$ cat config.mk
export PLATFORM = sky130hd
export DESIGN_NAME = can_txreq_ctrl
export DESIGN_NICKNAME = d
export VERILOG_FILES = /design/src/rtl/can_txreq_pkg.sv /design/src/rtl/can_txreq_regif.sv /design/src/rtl/can_txreq_slot.sv /design/src/rtl/can_txreq_irq.sv /design/src/rtl/can_txreq_ctrl.sv
export SDC_FILE = /design/constraint.sdc
export NUM_CORES = 1
export LEC_CHECK = 0
export BUFFER_PORTS_ARGS = -buffer_cell sky130_fd_sc_hd__buf_2
export CAP_MARGIN = 0
export CELL_PAD_IN_SITES_DETAIL_PLACEMENT = 0
export CELL_PAD_IN_SITES_GLOBAL_PLACEMENT = 1
export CORE_ASPECT_RATIO = 0.8
export CORE_MARGIN = 4
export CORE_UTILIZATION = 36
export CTS_CLUSTER_DIAMETER = 30
export DETAILED_ROUTE_END_ITERATION = 16
export PLACE_DENSITY = 0.86
export SLEW_MARGIN = 40
export SYNTH_ARGS = -nofsm -noshare
export SYNTH_HDL_FRONTEND = slang
export SYNTH_SLANG_ARGS = --single-unit
$ cat constraint.sdc
create_clock -name clk -period 1.8 [get_ports clk]
set_input_delay 0.27 -clock clk [delete_from_list [all_inputs] [get_ports clk]]
set_output_delay 0.27 -clock clk [all_outputs]
set_load 0.03 [all_outputs]
$ cat src/rtl/can_txreq_pkg.sv
package can_txreq_pkg;

    localparam int TXQ_NUM_MB  = 3;
    localparam int TXQ_MB_LSB  = 1;
    localparam int TXQ_DATA_W  = 8;
    localparam int TXQ_ADDR_W  = 3;

    typedef enum logic [2:0] {
        SEL_PEND  = 3'd0,
        SEL_CANC  = 3'd1,
        SEL_TXACK = 3'd2,
        SEL_ABORT = 3'd3,
        SEL_IEN   = 3'd4
    } reg_sel_e;

    // state of one transmit mailbox
    typedef struct packed {
        logic pend;
        logic canc;
        logic txack;
        logic abort;
    } slot_state_t;

    // software requests reaching one mailbox in a cycle
    typedef struct packed {
        logic set_pend;
        logic set_canc;
        logic clr_txack;
        logic clr_abort;
    } slot_cmd_t;

    // engine events reaching one mailbox in a cycle
    typedef struct packed {
        logic done;
        logic cok;
        logic busy;
    } slot_evt_t;

    function automatic slot_state_t slot_next(slot_state_t cur, slot_cmd_t cmd,
                                              slot_evt_t evt);
        slot_state_t nx;
        logic done_hit;
        logic canc_hit;
        done_hit = evt.done & cur.pend;
        canc_hit = cur.canc & evt.cok & ~evt.busy & ~done_hit;
        nx.pend  = (cur.pend & ~(done_hit | canc_hit)) | cmd.set_pend;
        nx.canc  = (cur.canc | (cmd.set_canc & cur.pend)) & ~(done_hit | canc_hit);
        nx.txack = (cur.txack & ~cmd.clr_txack) | done_hit;
        nx.abort = (cur.abort & ~cmd.clr_abort) | canc_hit;
        return nx;
    endfunction

endpackage

$ cat src/rtl/can_txreq_regif.sv
module can_txreq_regif
    import can_txreq_pkg::*;
#(
    parameter int NUM_MB = TXQ_NUM_MB,
    parameter int MB_LSB = TXQ_MB_LSB,
    parameter int DATA_W = TXQ_DATA_W,
    parameter int ADDR_W = TXQ_ADDR_W
) (
    input  logic              reg_wr,
    input  logic [ADDR_W-1:0] reg_addr,
    input  logic [DATA_W-1:0] reg_wdata,
    output logic [NUM_MB-1:0] set_pend,
    output logic [NUM_MB-1:0] set_canc,
    output logic [NUM_MB-1:0] clr_txack,
    output logic [NUM_MB-1:0] clr_abort,
    output logic              ien_we,
    output logic [NUM_MB-1:0] ien_wval,
    input  logic [NUM_MB-1:0] pend_v,
    input  logic [NUM_MB-1:0] canc_v,
    input  logic [NUM_MB-1:0] txack_v,
    input  logic [NUM_MB-1:0] abort_v,
    input  logic [NUM_MB-1:0] ien_v,
    output logic [DATA_W-1:0] reg_rdata
);

    logic [NUM_MB-1:0] wslice;
    logic [NUM_MB-1:0] rsel;
    logic              hit_pend, hit_canc, hit_txack, hit_abort, hit_ien;

    assign wslice    = reg_wdata[MB_LSB +: NUM_MB];
    assign hit_pend  = (reg_addr == ADDR_W'(SEL_PEND));
    assign hit_canc  = (reg_addr == ADDR_W'(SEL_CANC));
    assign hit_txack = (reg_addr == ADDR_W'(SEL_TXACK));
    assign hit_abort = (reg_addr == ADDR_W'(SEL_ABORT));
    assign hit_ien   = (reg_addr == ADDR_W'(SEL_IEN));

    assign set_pend  = wslice & {NUM_MB{reg_wr & hit_pend}};
    assign set_canc  = wslice & {NUM_MB{reg_wr & hit_canc}};
    assign clr_txack = wslice & {NUM_MB{reg_wr & hit_txack}};
    assign clr_abort = wslice & {NUM_MB{reg_wr & hit_abort}};
    assign ien_we    = reg_wr & hit_ien;
    assign ien_wval  = wslice;

    always_comb begin
        rsel = '0;
        if (hit_pend)  rsel = pend_v;
        if (hit_canc)  rsel = canc_v;
        if (hit_txack) rsel = txack_v;
        if (hit_abort) rsel = abort_v;
        if (hit_ien)   rsel = ien_v;
    end

    always_comb begin
        reg_rdata = '0;
        reg_rdata[MB_LSB +: NUM_MB] = rsel;
    end

endmodule

$ cat src/rtl/can_txreq_slot.sv
module can_txreq_slot
    import can_txreq_pkg::*;
(
    input  logic        clk,
    input  logic        rst,
    input  slot_cmd_t   cmd,
    input  slot_evt_t   evt,
    output slot_state_t st
);

    slot_state_t st_q;

    always_ff @(posedge clk) begin
        if (rst) begin
            st_q <= '0;
        end else begin
            st_q <= slot_next(st_q, cmd, evt);
        end
    end

    assign st = st_q;

endmodule

$ cat src/rtl/can_txreq_irq.sv
module can_txreq_irq #(
    parameter int NUM_MB = 3
) (
    input  logic              clk,
    input  logic              rst,
    input  logic              ien_we,
    input  logic [NUM_MB-1:0] ien_wval,
    input  logic [NUM_MB-1:0] txack_v,
    input  logic [NUM_MB-1:0] abort_v,
    output logic [NUM_MB-1:0] ien_v,
    output logic              irq
);

    logic [NUM_MB-1:0] ien_q;

    always_ff @(posedge clk) begin
        if (rst) begin
            ien_q <= '0;
        end else if (ien_we) begin
            ien_q <= ien_wval;
        end
    end

    assign ien_v = ien_q;
    assign irq   = |((txack_v | abort_v) & ien_q);

endmodule

$ cat src/rtl/can_txreq_ctrl.sv
module can_txreq_ctrl
    import can_txreq_pkg::*;
#(
    parameter int NUM_MB = TXQ_NUM_MB,
    parameter int MB_LSB = TXQ_MB_LSB,
    parameter int DATA_W = TXQ_DATA_W,
    parameter int ADDR_W = TXQ_ADDR_W
) (
    input  logic              clk,
    input  logic              rst,
    input  logic              reg_wr,
    input  logic [ADDR_W-1:0] reg_addr,
    input  logic [DATA_W-1:0] reg_wdata,
    output logic [DATA_W-1:0] reg_rdata,
    input  logic [NUM_MB-1:0] tx_done,
    input  logic [NUM_MB-1:0] cancel_ok,
    input  logic [NUM_MB-1:0] bus_busy,
    output logic [NUM_MB-1:0] pend_o,
    output logic [NUM_MB-1:0] cancel_o,
    output logic              irq
);

    logic [NUM_MB-1:0] set_pend, set_canc, clr_txack, clr_abort;
    logic              ien_we;
    logic [NUM_MB-1:0] ien_wval, ien_v;
    logic [NUM_MB-1:0] pend_q, canc_q, txack_q, abort_q;

    can_txreq_regif #(
        .NUM_MB(NUM_MB), .MB_LSB(MB_LSB), .DATA_W(DATA_W), .ADDR_W(ADDR_W)
    ) u_regif (
        .reg_wr    (reg_wr),
        .reg_addr  (reg_addr),
        .reg_wdata (reg_wdata),
        .set_pend  (set_pend),
        .set_canc  (set_canc),
        .clr_txack (clr_txack),
        .clr_abort (clr_abort),
        .ien_we    (ien_we),
        .ien_wval  (ien_wval),
        .pend_v    (pend_q),
        .canc_v    (canc_q),
        .txack_v   (txack_q),
        .abort_v   (abort_q),
        .ien_v     (ien_v),
        .reg_rdata (reg_rdata)
    );

    for (genvar g = 0; g < NUM_MB; g++) begin : g_slot
        slot_cmd_t   cmd;
        slot_evt_t   evt;
        slot_state_t st;

        assign cmd.set_pend  = set_pend[g];
        assign cmd.set_canc  = set_canc[g];
        assign cmd.clr_txack = clr_txack[g];
        assign cmd.clr_abort = clr_abort[g];
        assign evt.done      = tx_done[g];
        assign evt.cok       = cancel_ok[g];
        assign evt.busy      = bus_busy[g];

        can_txreq_slot u_slot (
            .clk (clk),
            .rst (rst),
            .cmd (cmd),
            .evt (evt),
            .st  (st)
        );

        assign pend_q[g]  = st.pend;
        assign canc_q[g]  = st.canc;
        assign txack_q[g] = st.txack;
        assign abort_q[g] = st.abort;
    end

    can_txreq_irq #(.NUM_MB(NUM_MB)) u_irq (
        .clk      (clk),
        .rst      (rst),
        .ien_we   (ien_we),
        .ien_wval (ien_wval),
        .txack_v  (txack_q),
        .abort_v  (abort_q),
        .ien_v    (ien_v),
        .irq      (irq)
    );

    assign pend_o   = pend_q;
    assign cancel_o = canc_q;

endmodule

==> results of run 1 <==
==> worst max-delay path by stage <==
stage                                        end  slack, ns  cells past startpoint
final                               reg_rdata[1]       0.18                      4
after global routing                reg_rdata[1]       0.09                      4
after CTS                           reg_rdata[1]       0.15                      4
after detailed placement  g_slot[0].u_slot.st[1]       0.33                      4
after global placement    g_slot[2].u_slot.st[1]       0.37                      4
after floorplan                     reg_rdata[1]       0.55                      4
==> placed cells by master, fill, tap and decap left out, types with 3 or more instances in the layout <==
cell type	n
sky130_fd_sc_hd__a31oi_1	3
sky130_fd_sc_hd__dfxtp_1	15
sky130_fd_sc_hd__mux2i_1	9
sky130_fd_sc_hd__nand2_1	9
sky130_fd_sc_hd__nand3b_1	5
sky130_fd_sc_hd__nor2_1	6
sky130_fd_sc_hd__a32o_1	4
sky130_fd_sc_hd__buf_2	27
sky130_fd_sc_hd__o21ai_0	9
sky130_fd_sc_hd__a311oi_1	3
sky130_fd_sc_hd__a21oi_1	6
sky130_fd_sc_hd__o21a_1	3
sky130_fd_sc_hd__clkbuf_4	3
sky130_fd_sc_hd__conb_1	5
==> critical path, cell delays in order, from the launching register on <==
cell,delay (ns)
sky130_fd_sc_hd__dfxtp_1,0.44
sky130_fd_sc_hd__mux2i_1,0.10
sky130_fd_sc_hd__o21ai_0,0.21
sky130_fd_sc_hd__o21a_1,0.14
sky130_fd_sc_hd__buf_2,0.19
==> report_power, final <==
part	switching (mW)	internal [mW]	total [mW]
clock network	0.107	0.0823	0.189
logic	0.0672	0.0362	0.103
registers	0.00392	0.335	0.339
total	0.178	0.454	0.632
==> state kept, by name, summed over array words and instances, names as in the netlist <==
register / cells
g_slot.u_slot.st: 12
u_irq.ien_v: 3
==> kinds of logic (layout without fill, tap and decap cells) <==
logic type / Yosys count / count (layout) / share of synthesized area
muxes: 9 / 9 / 0.09810
AOI/OAI and AO/OA: 30 / 30 / 0.2180
other: 1 / 5 / 0.004083
and+or+nand+nor: 32 / 32 / 0.2234
DFF: 15 / 15 / 0.3270
buffers and inverters: 16 / 32 / 0.1294
==> through the flow <==
step	cells	util	setup WS [ns]	hold slack [ns]
3_5_place_dp	155	0.4088	0.3296	0.4993
2_1_floorplan	107	-	0.5513	0.3797
4_1_cts	159	0.4201	0.1513	0.2325
6_report	159	0.4201	0.1850	0.2396
5_1_grt	159	0.4201	0.08829	0.2329
3_3_place_gp	155	0.4088	0.3741	0.4968
==> layer usage <==
metal	track usage	share of wire	up-vias
li1	-	-	409
met1	0.1633	0.46	356
met3	0.02123	0.061	2
met2	0.2055	0.47	28
met5	0	0	-
met4	0.04211	0.0081	0
==> cell type report <==
type | count | area [sq um]
Multi-Input combinational cell | 76 | 514.2
Fill cell | 264 | 1416
Sequential cell | 15 | 300.3
Clock buffer | 3 | 22.52
Tap cell | 36 | 45.04
Inverter | 1 | 3.754
Timing Repair Buffer | 27 | 135.1
Clock inverter | 1 | 5.005
==> results.sh, run 1 <==
export IMPL_startpoint_of_the_lowest_slack_hold_path="reg_wdata[2]"
export IMPL_synth_most_common_cell="sky130_fd_sc_hd__dfxtp_1"
export IMPL_via_count_of_the_first_global_routing_pass=727
export IMPL_critical_path_startpoint="g_slot[0].u_slot.st[3]"
export IMPL_layout_nets=147
export IMPL_reg2reg_start="g_slot[1].u_slot.st[2]"
export IMPL_fin_crit_ns=1.615
export IMPL_vias_per_cell=5.000
export IMPL_synth_top_area_cell="sky130_fd_sc_hd__dfxtp_1"
export IMPL_power_uw=631.5
export IMPL_synth_warnings=0
export IMPL_maxCapViolations=0
export IMPL_initial_core_util=0.3760
export IMPL_yosys_most_used_dff="sky130_fd_sc_hd__dfxtp_1"
export IMPL_worstHoldPathType="in2reg"
export IMPL_route_final_wire_length_um=2089
export IMPL_synthTopCellsByCount="sky130_fd_sc_hd__dfxtp_1 (15), sky130_fd_sc_hd__buf_4 (11), sky130_fd_sc_hd__mux2i_1 (9), sky130_fd_sc_hd__nand2_1 (9), sky130_fd_sc_hd__o21ai_0 (9)"
export IMPL_num_antenna_cells=0
export IMPL_antenna_found_initial=0
export IMPL_timing_reg2reg_setup_slack_ns=0.56
export IMPL_first_drt_pass_iteration_count=4
export IMPL_cp_arrival_ns=1.35
export IMPL_cts_setup_buffers=0
export IMPL_detailedPlacementHpwl_um=1579
export IMPL_crit_reg2reg_capture="g_slot[1].u_slot.st[3]"
export IMPL_slew_viol_final=0
export IMPL_syn_mean_instance_area_sq_um=8.916
export IMPL_die_h_um=53.18
export IMPL_final_setup_viol_count=0
export IMPL_tns_ns=0
export IMPL_maxSlewHeadroom=0.5837
export IMPL_cts_num_sinks=15
export IMPL_drtAntennaViolNets=0
export IMPL_worst_path_max_fanout=7
export IMPL_worstPathRequired_ns=1.53
export IMPL_ctsHoldBuffers=0
export IMPL_p_per_area_nw_per_um2=615.5
export IMPL_maximum_number_of_pins_on_one_net_before_global_route_repair=16
export IMPL_hold_path_end="g_slot[1].u_slot.st[1]"
export IMPL_finalClockSkew_ns=0.007506
export IMPL_count_of_h_tree_levels_built_during_cts=1
export IMPL_whs_path_depth=2
export IMPL_worstSetupEndpointType="output pin"
export IMPL_drc=0
export IMPL_final_design_area_no_fill_sq_um=1026
export IMPL_post_cts_resize_count=0
export IMPL_cts_tree="done"
export IMPL_yosysSeqAreaShare=0.3270
export IMPL_timing_reg2reg_worst_path_depth=3
export IMPL_detail_route_wl_per_cell_um=13.14
export IMPL_ir_worst_vdd_mv=0.1937
export IMPL_tritoncts_num_buffers=3
export IMPL_worst_setup_path_type="reg2out"
export IMPL_synth_async_sr_flop_share=0
export IMPL_numPortBuffers=27
export IMPL_areaGrowthSynthToFinish_pct=11.72
export IMPL_ctsLongestPathBuffers=2
export IMPL_fin_crit_sh=0.8972
export IMPL_drt_first_iter_violations=81
export IMPL_synth_top_area_frac=0.3270
export IMPL_placedInstanceArea_sq_um=998.5
export IMPL_grt_setup_unrepaired="false"
export IMPL_io_pin_count=38
export IMPL_tightest_slew_ns=0.6231
export IMPL_x_dimension_of_the_die_um=64.47
export IMPL_layout_drive_gt1_share=0.3089
export IMPL_synth_area_sq_um=918.4
export IMPL_grt_overflow_total=0
export IMPL_timing_critical_path_from_type="flip-flop"
export IMPL_grt_total_usage=0.1239
export IMPL_leading_post_synthesis_cells_by_cell_area="sky130_fd_sc_hd__dfxtp_1 (33%), sky130_fd_sc_hd__mux2i_1 (9.8%), sky130_fd_sc_hd__buf_4 (9.0%)"
export IMPL_grt_first_pass_wirelength_um=3263
export IMPL_fp_coreArea_sq_um=2442
export IMPL_synthesis_instances=103
export IMPL_synth_distinct_cells=30
export IMPL_clk_latency_worst_skew_pair_ns=0.28
export IMPL_max_clock_freq_ghz=0.6192
export IMPL_fp_dieArea_sq_um=3428
export IMPL_synth_seq_cells=15
export IMPL_p_leak_nw=0.4200
export IMPL_clock_pin_transition_on_the_worst_setup_and_hold_timing_paths_ns=0.09
export IMPL_synth_enable_flop_cells=0
export IMPL_detailroute_via_count=795
export IMPL_run_status="finished clean"
export IMPL_place_gp_congestion=0.8510
export IMPL_root_buffer="sky130_fd_sc_hd__clkbuf_4"
export IMPL_core_rowCount=16
export IMPL_report_final_hold_viol_count=0
(Power assumes the default switching activity.)
==> run 2: changes to the inputs <==
--- a/config.mk
+++ b/config.mk
@@ -11,10 +11,10 @@
 export CELL_PAD_IN_SITES_GLOBAL_PLACEMENT = 1
 export CORE_ASPECT_RATIO = 0.8
 export CORE_MARGIN = 4
-export CORE_UTILIZATION = 36
+export CORE_UTILIZATION = 30
 export CTS_CLUSTER_DIAMETER = 30
 export DETAILED_ROUTE_END_ITERATION = 16
-export PLACE_DENSITY = 0.86
+export PLACE_DENSITY = 0.85
 export SLEW_MARGIN = 40
 export SYNTH_ARGS = -nofsm -noshare
 export SYNTH_HDL_FRONTEND = slang
==> constraint.sdc (replaced) <==
create_clock -name clk -period 1.3 [get_ports clk]
set_input_delay 0.195 -clock clk [delete_from_list [all_inputs] [get_ports clk]]
set_output_delay 0.195 -clock clk [all_outputs]
set_load 0.03 [all_outputs]
==> results.sh, run 2 (synthesized netlist as in run 1, its figures left out) <==
export IMPL_core_rowCount=17
export IMPL_cp_buffers_inverters=1
export IMPL_fin_crit_sh=1.011
export IMPL_worstSetupEndpointType="output pin"
export IMPL_cp_top_family="flip-flops"
export IMPL_fin_util=0.4087
export IMPL_vias_per_cell=5.180
export IMPL_fp_coreArea_sq_um=2850
export IMPL_finish_cell_count_without_fillers=172
export IMPL_layout_common_cells="sky130_fd_sc_hd__buf_2 (24), sky130_fd_sc_hd__dfxtp_2 (12), sky130_fd_sc_hd__buf_4 (11), sky130_fd_sc_hd__mux2i_1 (9), sky130_fd_sc_hd__nand2_1 (9)"
export IMPL_p_leak_nw=0.4953
export IMPL_max_clock_freq_ghz=0.7610
export IMPL_route_final_wire_length_um=2466
export IMPL_timing_reg2reg_worst_path_depth=4
export IMPL_critical_path_max_stage_delay_ns=0.33
export IMPL_p_per_area_nw_per_um2=870.7
export IMPL_areaGrowthSynthToFinish_pct=26.84
export IMPL_ctsLongestPathBuffers=2
export IMPL_count_of_h_tree_levels_built_during_cts=1
export IMPL_cpMaxStageDelayCell="sky130_fd_sc_hd__dfxtp_2"
export IMPL_numPlacedInstances=167
export IMPL_io_pin_count=38
export IMPL_worstHoldPathType="in2reg"
export IMPL_worstPathRequired_ns=1.11
export IMPL_layout_nets=158
export IMPL_detailedPlacementHpwl_um=1840
export IMPL_drt_first_iter_violations=19
export IMPL_reg2reg_start="g_slot[1].u_slot.st[2]"
export IMPL_timing_reg2reg_setup_slack_ns=0.04
export IMPL_ctsHoldBuffers=0
export IMPL_antenna_found_initial=0
export IMPL_cts_num_sinks=15
export IMPL_fin_crit_ns=1.314
export IMPL_grt_total_usage=0.1211
export IMPL_initial_core_util=0.3222
export IMPL_largest_reg_flops=12
export IMPL_final_design_area_no_fill_sq_um=1165
export IMPL_final_setup_viol_count=1
export IMPL_fill_cells=298
export IMPL_numPortBuffers=27
export IMPL_maxCapViolations=0
export IMPL_worst_path_max_fanout=3
export IMPL_violations="setup timing"
export IMPL_placedInstanceArea_sq_um=1076
export IMPL_hold_path_end="g_slot[1].u_slot.st[1]"
export IMPL_clock_pin_transition_on_the_worst_setup_and_hold_timing_paths_ns=0.06
export IMPL_drc=0
export IMPL_die_h_um=57.49
export IMPL_grt_overflow_total=0
export IMPL_place_gp_congestion=0.8074
export IMPL_tns_ns=-0.01399
export IMPL_num_antenna_cells=0
export IMPL_fp_dieArea_sq_um=4016
export IMPL_cp_arrival_ns=1.12
export IMPL_post_route_worst_setup_slack_ns=-0.01399
export IMPL_ir_worst_vdd_mv=0.2912
export IMPL_detailroute_via_count=891
export IMPL_worst_setup_path_type="reg2out"
export IMPL_detail_route_wl_per_cell_um=14.34
export IMPL_first_drt_pass_iteration_count=4
export IMPL_clk_latency_worst_skew_pair_ns=0.25
export IMPL_root_buffer="sky130_fd_sc_hd__clkbuf_8"
export IMPL_worstPathCellList="mux2i_1, o21ai_1, o21a_1, buf_6"
export IMPL_crit_reg2reg_capture="g_slot[1].u_slot.st[3]"
export IMPL_run_status="finished, violations left"
export IMPL_grt_first_pass_wirelength_um=3877
export IMPL_report_final_hold_viol_count=0
export IMPL_whs_path_depth=2
export IMPL_via_count_of_the_first_global_routing_pass=850
export IMPL_cts_tree="done"
export IMPL_layout_cells_most_common="sky130_fd_sc_hd__buf_2"
export IMPL_layout_drive_gt1_share=0.4478
export IMPL_x_dimension_of_the_die_um=69.86
export IMPL_tritoncts_num_buffers=3
export IMPL_finalClockSkew_ns=0.0005065
export IMPL_startpoint_of_the_lowest_slack_hold_path="reg_wdata[2]"
export IMPL_maximum_number_of_pins_on_one_net_before_global_route_repair=15
export IMPL_power_mw=1.014
export IMPL_slew_viol_final=0
export IMPL_grt_setup_unrepaired="true"
export IMPL_timing_critical_path_from_type="flip-flop"
export IMPL_drtAntennaViolNets=0
-- run 2: cell types whose count changed in the layout (fill, tap and decap cells not counted), moves of 7 or more --
cell / before / now
sky130_fd_sc_hd__dfxtp_2: 0 / 12
sky130_fd_sc_hd__dfxtp_1: 15 / 3
sky130_fd_sc_hd__o21ai_1: 0 / 7
sky130_fd_sc_hd__o21ai_0: 9 / 2
sky130_fd_sc_hd__buf_4: 0 / 11
-- run 2: final cells by class --
| type | instances | area, sq um | share of cell area |
|---|---|---|---|
| Clock buffer | 4 | 45.04 | 0.03867 |
| Inverter | 1 | 3.754 | 0.003222 |
| Sequential cell | 15 | 315.3 | 0.2707 |
| Tap cell | 38 | 47.55 | 0.04082 |
| Timing Repair Buffer | 38 | 236.5 | 0.2030 |
| Multi-Input combinational cell | 76 | 516.7 | 0.4436 |
-- run 2: timing repair --
item,CTS,global route
gates resized for setup,17,10
pin swaps,1,3
endpoints found under the setup margin,4,3
hold endpoints to repair,0,0
buffers inserted,2,0
-- run 2: report_power, final --
part | internal [mW] | switching [mW] | leakage (nW)
registers | 0.466 | 0.00380 | 0.127
clock network | 0.217 | 0.160 | 0.0228
logic | 0.0662 | 0.102 | 0.345
-- run 2: worst register-to-register path, delay by kind of cell, from the launching register on --
family | cells | cell delay [ns]
AO/OA/AOI/OAI | 1 | 0.13
flip-flops | 1 | 0.33
buffers and inverters | 1 | 0.13
AND/OR/NAND/NOR | 2 | 0.61
-- run 2: worst max-delay path by stage --
stage	end	cells after the start	from	slack (ns)
2_1_floorplan	g_slot[1].u_slot.st[3]	3	g_slot[1].u_slot.st[2]	0.14
5_1_grt	reg_rdata[2]	4	u_irq.ien_v[1]	-0.05
6_report	reg_rdata[1]	4	u_irq.ien_v[0]	-0.01
3_5_place_dp	g_slot[2].u_slot.st[1]	5	reg_addr[2]	-0.007
3_3_place_gp	g_slot[1].u_slot.st[1]	5	reg_addr[2]	0.04
4_1_cts	reg_rdata[2]	5	g_slot[1].u_slot.st[2]	-0.03
-- run 2: routing by layer --
layer	up-vias	wire length, um	GRT usage
met3	4	115	0.02289
met2	30	1229	0.1965
met1	426	1076	0.1512
li1	431	-	-
met4	0	45	0.06831
met5	-	0	0
-- run 2: stage by stage --
step                      worst slack [ns]  hold WS, ns
after CTS                         -0.03408       0.2000
final                             -0.01399       0.1990
after floorplan                     0.1397       0.3047
after detailed placement         -0.007273       0.4672
after global routing              -0.05403       0.2090
after global placement             0.04260       0.4605
